$ cat config.mk
export PLATFORM = sky130hd
export DESIGN_NAME = lut_logic_cell
export DESIGN_NICKNAME = d
export VERILOG_FILES = /design/src/rtl/lcell_pkg.sv /design/src/rtl/lcell_lut.sv /design/src/rtl/lcell_cfg_store.sv /design/src/rtl/lcell_ff.sv /design/src/rtl/lut_logic_cell.sv
export SDC_FILE = /design/constraint.sdc
export NUM_CORES = 1
export LEC_CHECK = 0
export ABC_AREA = 1
export BUFFER_PORTS_ARGS = -buffer_cell sky130_fd_sc_hd__buf_2
export CAP_MARGIN = 30
export CORE_MARGIN = 1.5
export CORE_UTILIZATION = 50
export CTS_CLUSTER_DIAMETER = 120
export CTS_CLUSTER_SIZE = 14
export DETAILED_ROUTE_END_ITERATION = 6
export PLACE_DENSITY = 0.85
export SYNTH_ARGS = -nofsm -noshare
export SYNTH_HDL_FRONTEND = slang
export SYNTH_SLANG_ARGS = --single-unit
$ cat constraint.sdc
create_clock -name clk_i -period 1.6 [get_ports clk_i]
set_input_delay 0.32 -clock clk_i [delete_from_list [all_inputs] [get_ports clk_i]]
set_output_delay 0.32 -clock clk_i [all_outputs]
set_load 0.01 [all_outputs]
$ cat src/rtl/lcell_pkg.sv
`timescale 1ns/1ps
package lcell_pkg;
  localparam int LUT_IN    = 3;
  localparam int LUT_DEPTH = 1 << LUT_IN;
  localparam int MODE_BITS = 6;
  localparam int CFG_W     = 2 * LUT_DEPTH + MODE_BITS;

  typedef struct packed {
    logic                 f_oe;
    logic                 q_oe;
    logic                 d_src;
    logic                 fb_en;
    logic                 and_en;
    logic                 join4;
    logic [LUT_DEPTH-1:0] lut_b;
    logic [LUT_DEPTH-1:0] lut_a;
  } cfg_t;
endpackage

$ cat src/rtl/lcell_lut.sv
`timescale 1ns/1ps
module lcell_lut #(
  parameter int N = 3,
  localparam int D = 1 << N
) (
  input  logic [D-1:0] table_i,
  input  logic [N-1:0] sel_i,
  output logic         y_o
);
  assign y_o = table_i[sel_i];
endmodule

$ cat src/rtl/lcell_cfg_store.sv
`timescale 1ns/1ps
module lcell_cfg_store
  import lcell_pkg::*;
#(
  parameter int W = CFG_W
) (
  input  logic         clk_i,
  input  logic         rst_ni,
  input  logic         we_i,
  input  logic         par_i,
  input  logic         bit_i,
  input  logic [W-1:0] word_i,
  output logic [W-1:0] cfg_o
);
  logic [W-1:0] cfg_q;

  always_ff @(posedge clk_i or negedge rst_ni) begin
    if (!rst_ni)          cfg_q <= '0;
    else if (we_i) begin
      if (par_i)          cfg_q <= word_i;
      else                cfg_q <= {cfg_q[W-2:0], bit_i};
    end
  end

  assign cfg_o = cfg_q;

  AST_PAR_LOAD: assert property (@(posedge clk_i) disable iff (!rst_ni)
    (we_i && par_i) |=> (cfg_o == $past(word_i)));
  AST_SER_SHIFT: assert property (@(posedge clk_i) disable iff (!rst_ni)
    (we_i && !par_i) |=> (cfg_o == {$past(cfg_o[W-2:0]), $past(bit_i)}));
  AST_CFG_KEEP: assert property (@(posedge clk_i) disable iff (!rst_ni)
    !we_i |=> $stable(cfg_o));
endmodule

$ cat src/rtl/lcell_ff.sv
`timescale 1ns/1ps
module lcell_ff (
  input  logic clk_i,
  input  logic rst_ni,
  input  logic clr_i,
  input  logic set_i,
  input  logic cap_i,
  input  logic d_i,
  output logic q_o
);
  logic q_q;

  // clear > set > capture
  always_ff @(posedge clk_i or negedge rst_ni) begin
    if (!rst_ni)     q_q <= 1'b0;
    else if (clr_i)  q_q <= 1'b0;
    else if (set_i)  q_q <= 1'b1;
    else if (cap_i)  q_q <= d_i;
  end

  assign q_o = q_q;

  AST_CLR_WINS: assert property (@(posedge clk_i) disable iff (!rst_ni)
    clr_i |=> !q_o);
  AST_SET_NEXT: assert property (@(posedge clk_i) disable iff (!rst_ni)
    (!clr_i && set_i) |=> q_o);
  AST_HOLD: assert property (@(posedge clk_i) disable iff (!rst_ni)
    (!clr_i && !set_i && !cap_i) |=> $stable(q_o));
  AST_CAPTURE: assert property (@(posedge clk_i) disable iff (!rst_ni)
    (!clr_i && !set_i && cap_i) |=> (q_o == $past(d_i)));
endmodule

$ cat src/rtl/lut_logic_cell.sv
`timescale 1ns/1ps
module lut_logic_cell
  import lcell_pkg::*;
#(
  parameter int N_LUT = 2,
  localparam int IN_W = LUT_IN,
  localparam int CW   = CFG_W
) (
  input  logic            clk_i,
  input  logic            rst_ni,
  input  logic            cfg_we_i,
  input  logic            cfg_par_i,
  input  logic            cfg_bit_i,
  input  logic [CW-1:0]   cfg_word_i,
  input  logic [IN_W-1:0] x_i,
  input  logic            w_i,
  input  logic            m_i,
  input  logic            d_i,
  input  logic            ce_i,
  input  logic            set_i,
  input  logic            clr_i,
  output logic            f_o,
  output logic            f_en_o,
  output logic            g_o,
  output logic            q_o,
  output logic            q_en_o
);
  logic [CW-1:0]        cfg_raw;
  cfg_t                 cfg;
  logic [IN_W-1:0]      idx;
  logic [LUT_DEPTH-1:0] tab [N_LUT];
  logic [N_LUT-1:0]     lut_y;
  logic                 f_comb, ff_d, ff_q, ff_cap;

  lcell_cfg_store #(.W(CW)) u_cfg (
    .clk_i  (clk_i),
    .rst_ni (rst_ni),
    .we_i   (cfg_we_i),
    .par_i  (cfg_par_i),
    .bit_i  (cfg_bit_i),
    .word_i (cfg_word_i),
    .cfg_o  (cfg_raw)
  );
  assign cfg = cfg_t'(cfg_raw);

  // front AND on bit 0, feedback on the top bit
  always_comb begin
    idx          = x_i;
    idx[0]       = cfg.and_en ? (x_i[0] & m_i) : x_i[0];
    idx[IN_W-1]  = cfg.fb_en  ? ff_q : x_i[IN_W-1];
  end

  assign tab[0] = cfg.lut_a;
  assign tab[1] = cfg.lut_b;

  for (genvar g = 0; g < N_LUT; g++) begin : g_lut
    lcell_lut #(.N(IN_W)) u_lut (
      .table_i (tab[g]),
      .sel_i   (idx),
      .y_o     (lut_y[g])
    );
  end

  // joined mode: w_i picks between the two tables
  assign f_comb = (cfg.join4 && w_i) ? lut_y[1] : lut_y[0];
  assign ff_d   = cfg.d_src ? d_i : f_comb;
  assign ff_cap = ce_i & ~cfg_we_i;

  lcell_ff u_ff (
    .clk_i  (clk_i),
    .rst_ni (rst_ni),
    .clr_i  (clr_i),
    .set_i  (set_i),
    .cap_i  (ff_cap),
    .d_i    (ff_d),
    .q_o    (ff_q)
  );

  assign f_en_o = cfg.f_oe;
  assign f_o    = cfg.f_oe & f_comb;
  assign g_o    = cfg.f_oe & ~cfg.join4 & lut_y[1];
  assign q_en_o = cfg.q_oe;
  assign q_o    = cfg.q_oe & ff_q;

  AST_WE_BLOCKS: assert property (@(posedge clk_i) disable iff (!rst_ni)
    (cfg_we_i && !clr_i && !set_i) |=> $stable(ff_q));
  AST_Q_OFF_LOW: assert property (@(posedge clk_i) disable iff (!rst_ni)
    !q_en_o |-> !q_o);
endmodule

==> impl_metrics.csv <==
group,metric,value,unit
yosys,synth_top_cell_by_area,"dfrtp_1",
yosys,syn_area,1330,um2
clocking,clockBufferDepth,2,
status,status,"finished, violations left",
timing,period_needed,1.92,ns
worst_hold_path,holdCritPathClass,"input pin to register",
clocking,root_buffer,"clkbuf_4",
yosys,synth_top_cell_area_share,0.432,
worst_setup_path,critPathSlowestCell,"dfrtp_1",
die,die_y,54.6,um
route,drt-initial-drc-count,27,
yosys,async_flop_share,1.00,
timing,max_slew_margin,0.667,
yosys,syn_nets,213,
status,failed_checks,"negative setup slack",
worst_setup_path,path_class,"register to output port",
timing,maxSlewViolCount,0,
final_layout,nets,254,
placement,dpl.hpwl,2110,um
placement,gp_congestion,0.824,
die,initial_core_util,0.533,
global_route,grt_max_degree,44,
timing,setup_viol,2,
die,fp.dieArea,2980,um2
timing,final_hold_viol_count,0,
worst_setup_path,max_stage_delay,0.45,ns
power_and_ir_drop,total_power,1.33,mW
timing,setup_ws,-0.325,ns
timing,max_freq,520,MHz
yosys,ys_warn_count,0,
yosys,yosysMostFrequentCell,"o21ai_0",
timing,tns,-0.576,ns
die,core_area,2500,um2
die,num_io_pins,41,
route,routed_wl,2970,um
worst_setup_path,worstPathCellList,"nand2_4 -> nand2_8 -> nand2_2 -> nand3_2 -> nand3_2 -> nand2_2 -> nand2_2 -> nand2_1 -> nor2_1 -> buf_2",
final_layout,fillers,223,
flow_run,drv_cap,0,
power_and_ir_drop,power_density,812,nW/um2
placement,placed_cell_area,1570,um2
global_route,antenna_found_initial,0,
clocking,cts.htree.levels,1,
timing,skew,0.00137,ns
final_layout,layout-drive-gt1-share,0.290,
route,firstDrtPassIters,4,
route,drc,0,
worst_setup_path,worst-path-buf-inv,1,
clocking,numCtsBuffers,3,
yosys,syn_avg_cell_area,7.53,um2
global_route,track_usage,0.211,
timing,period_share,1.20,
placement,dp_slack,-0.00807,ns
global_route,grt_pass1_wl,4590,um
yosys,yosysSeqAreaShare,0.432,
final_layout,instances_no_fill,247,
clocking,cts_tree,"built",
yosys,synth.cells.most_frequent,"o21ai_0 (39), inv_1 (30), a21oi_1 (23), dfrtp_1 (23), nand3_1 (18)",
die,fp.dieW,54.6,um
power_and_ir_drop,p_leak,0.850,nW
route,wire_per_inst,12.0,um
placement,port_buffers,40,
timing,tightest_slew,0.499,ns
timing,hold_ws,0.230,ns
yosys,synth_ff_type,"dfrtp_1",
worst_setup_path,worstPathRequired,1.28,ns
final_layout,diodes,0,
route,via_per_inst,5.30,
worst_setup_path,worst_setup_path_end_kind,"output port",
placement,placed_cells,241,
global_route,grt_pass1_vias,1110,
route,num_vias,1310,
yosys,syn_inst,177,
clocking,cts_sinks,23,
worst_setup_path,worst_setup_path_start_kind,"register",
yosys,ys_seq_elements,23,
final_layout,utilization,0.655,
yosys,yosys-top-cells-area,"dfrtp_1 (43%), o21ai_0 (15%), a21oi_1 (8.6%)",
worst_setup_path,arrival,1.60,ns
route,ant_nets,0,
yosys,synth_edf_count,0,
clocking,cts.clk_slew.worst_paths,0.12,ns
final_layout,synthToLayoutAreaGrowth,22.9,%
worst_setup_path,crit_family,"simple AND/OR/NAND/NOR gates",
power_and_ir_drop,max-vdd-ir-drop,0.516,mV
clocking,clk_latency,0.30,ns
worst_setup_path,cpMostUsedCell,"nand2_2",
yosys,synthDistinctLibCells,16,
die,rows,18,
worst_setup_path,crit_fanout,8,
timing,rsz0062_at_grt,"true",
global_route,gr-total-overflow,0,
final_layout,design_area,1640,um2
[cells by family (layout without fill, tap and decap cells)]
| group | Yosys count | count (layout) | share of synthesized area |
|---|---|---|---|
| AO/OA/AOI/OAI | 68 | 68 | 0.256 |
| buffers and inverters | 39 | 78 | 0.113 |
| flip-flops | 23 | 23 | 0.432 |
| AND/OR/NAND/NOR | 47 | 48 | 0.199 |
[area by class of cell]
class                           instances  area, um2  area share
Sequential cell                        23        576       0.351
Timing Repair Buffer                   44        245       0.150
Clock buffer                            4       26.3      0.0160
Multi-Input combinational cell        116        641       0.391
Inverter                               30        113      0.0688
Tap cell                               30       37.5      0.0229
[state kept, by name, summed over array words and instances, names as in the netlist]
register,count
u_ff.q_o,1
u_cfg.cfg_o,22
[layer usage]
| metal | GRT usage | wire length [um] | up-vias |
|---|---|---|---|
| met5 | 0 | 0 | - |
| met3 | 0.0355 | 145 | 4 |
| met2 | 0.357 | 1400 | 45 |
| li1 | - | - | 673 |
| met1 | 0.272 | 1400 | 588 |
| met4 | 0.0708 | 27 | 0 |
[where the power goes]
part	internal, mW	switching, mW	leakage (nW)
registers	0.650	0.0386	0.276
logic	0.151	0.228	0.559
clock network	0.0972	0.166	0.0150
[worst register-to-register path, cell delays in order (launching register included)]
cell and delay (ns):
dfrtp_1 0.45, nand2_4 0.14, nand2_8 0.09, nand2_1 0.08, nand3_1 0.08, nand3_1 0.10, nand3_2 0.08, nand3_2 0.07
nand2_1 0.04, nand2_1 0.05, nand2_1 0.05
[layout by cell type (no fill, tap or decap)]
cell and n:
clkbuf_4 3, dfrtp_1 23, nor2_1 3, nor3_2 1, a21oi_1 23, nand2_8 1, o21ai_0 39, nand2_1 13
dlygate4sd3_1 1, buf_4 2, nand2_4 2, inv_1 30, nand3_1 15, buf_12 1, nand2_2 5, o21ai_1 5
buf_2 40, o22ai_1 1, clkbuf_1 1, nand3_2 8
[final timing paths]
kind,from,endpoint,slack [ns],depth (start not counted)
setup / recovery,u_cfg.cfg_o[17]$_DFFE_PN0P_,f_o,-0.32,10
hold / removal,cfg_word_i[5],u_cfg.cfg_o[5]$_DFFE_PN0P_,0.23,3
setup reg to reg,u_cfg.cfg_o[17]$_DFFE_PN0P_,u_ff.q_o$_DFFE_PN0P_,0.28,10
hold reg to reg,u_cfg.cfg_o[12]$_DFFE_PN0P_,u_cfg.cfg_o[12]$_DFFE_PN0P_,0.57,2
max in group asynchronous,rst_ni,u_cfg.cfg_o[21]$_DFFE_PN0P_,0.77,2
min in group asynchronous,rst_ni,u_cfg.cfg_o[13]$_DFFE_PN0P_,0.50,2
[repair_timing]
action,CTS,global route
setup endpoints to repair,2,2
buffers inserted,0,0
gates resized for setup,3,3
endpoints found under the hold margin,23,0
gates cloned,1,0
hold buffers,1,0
pin swaps,2,2
(Power assumes the default switching activity.)
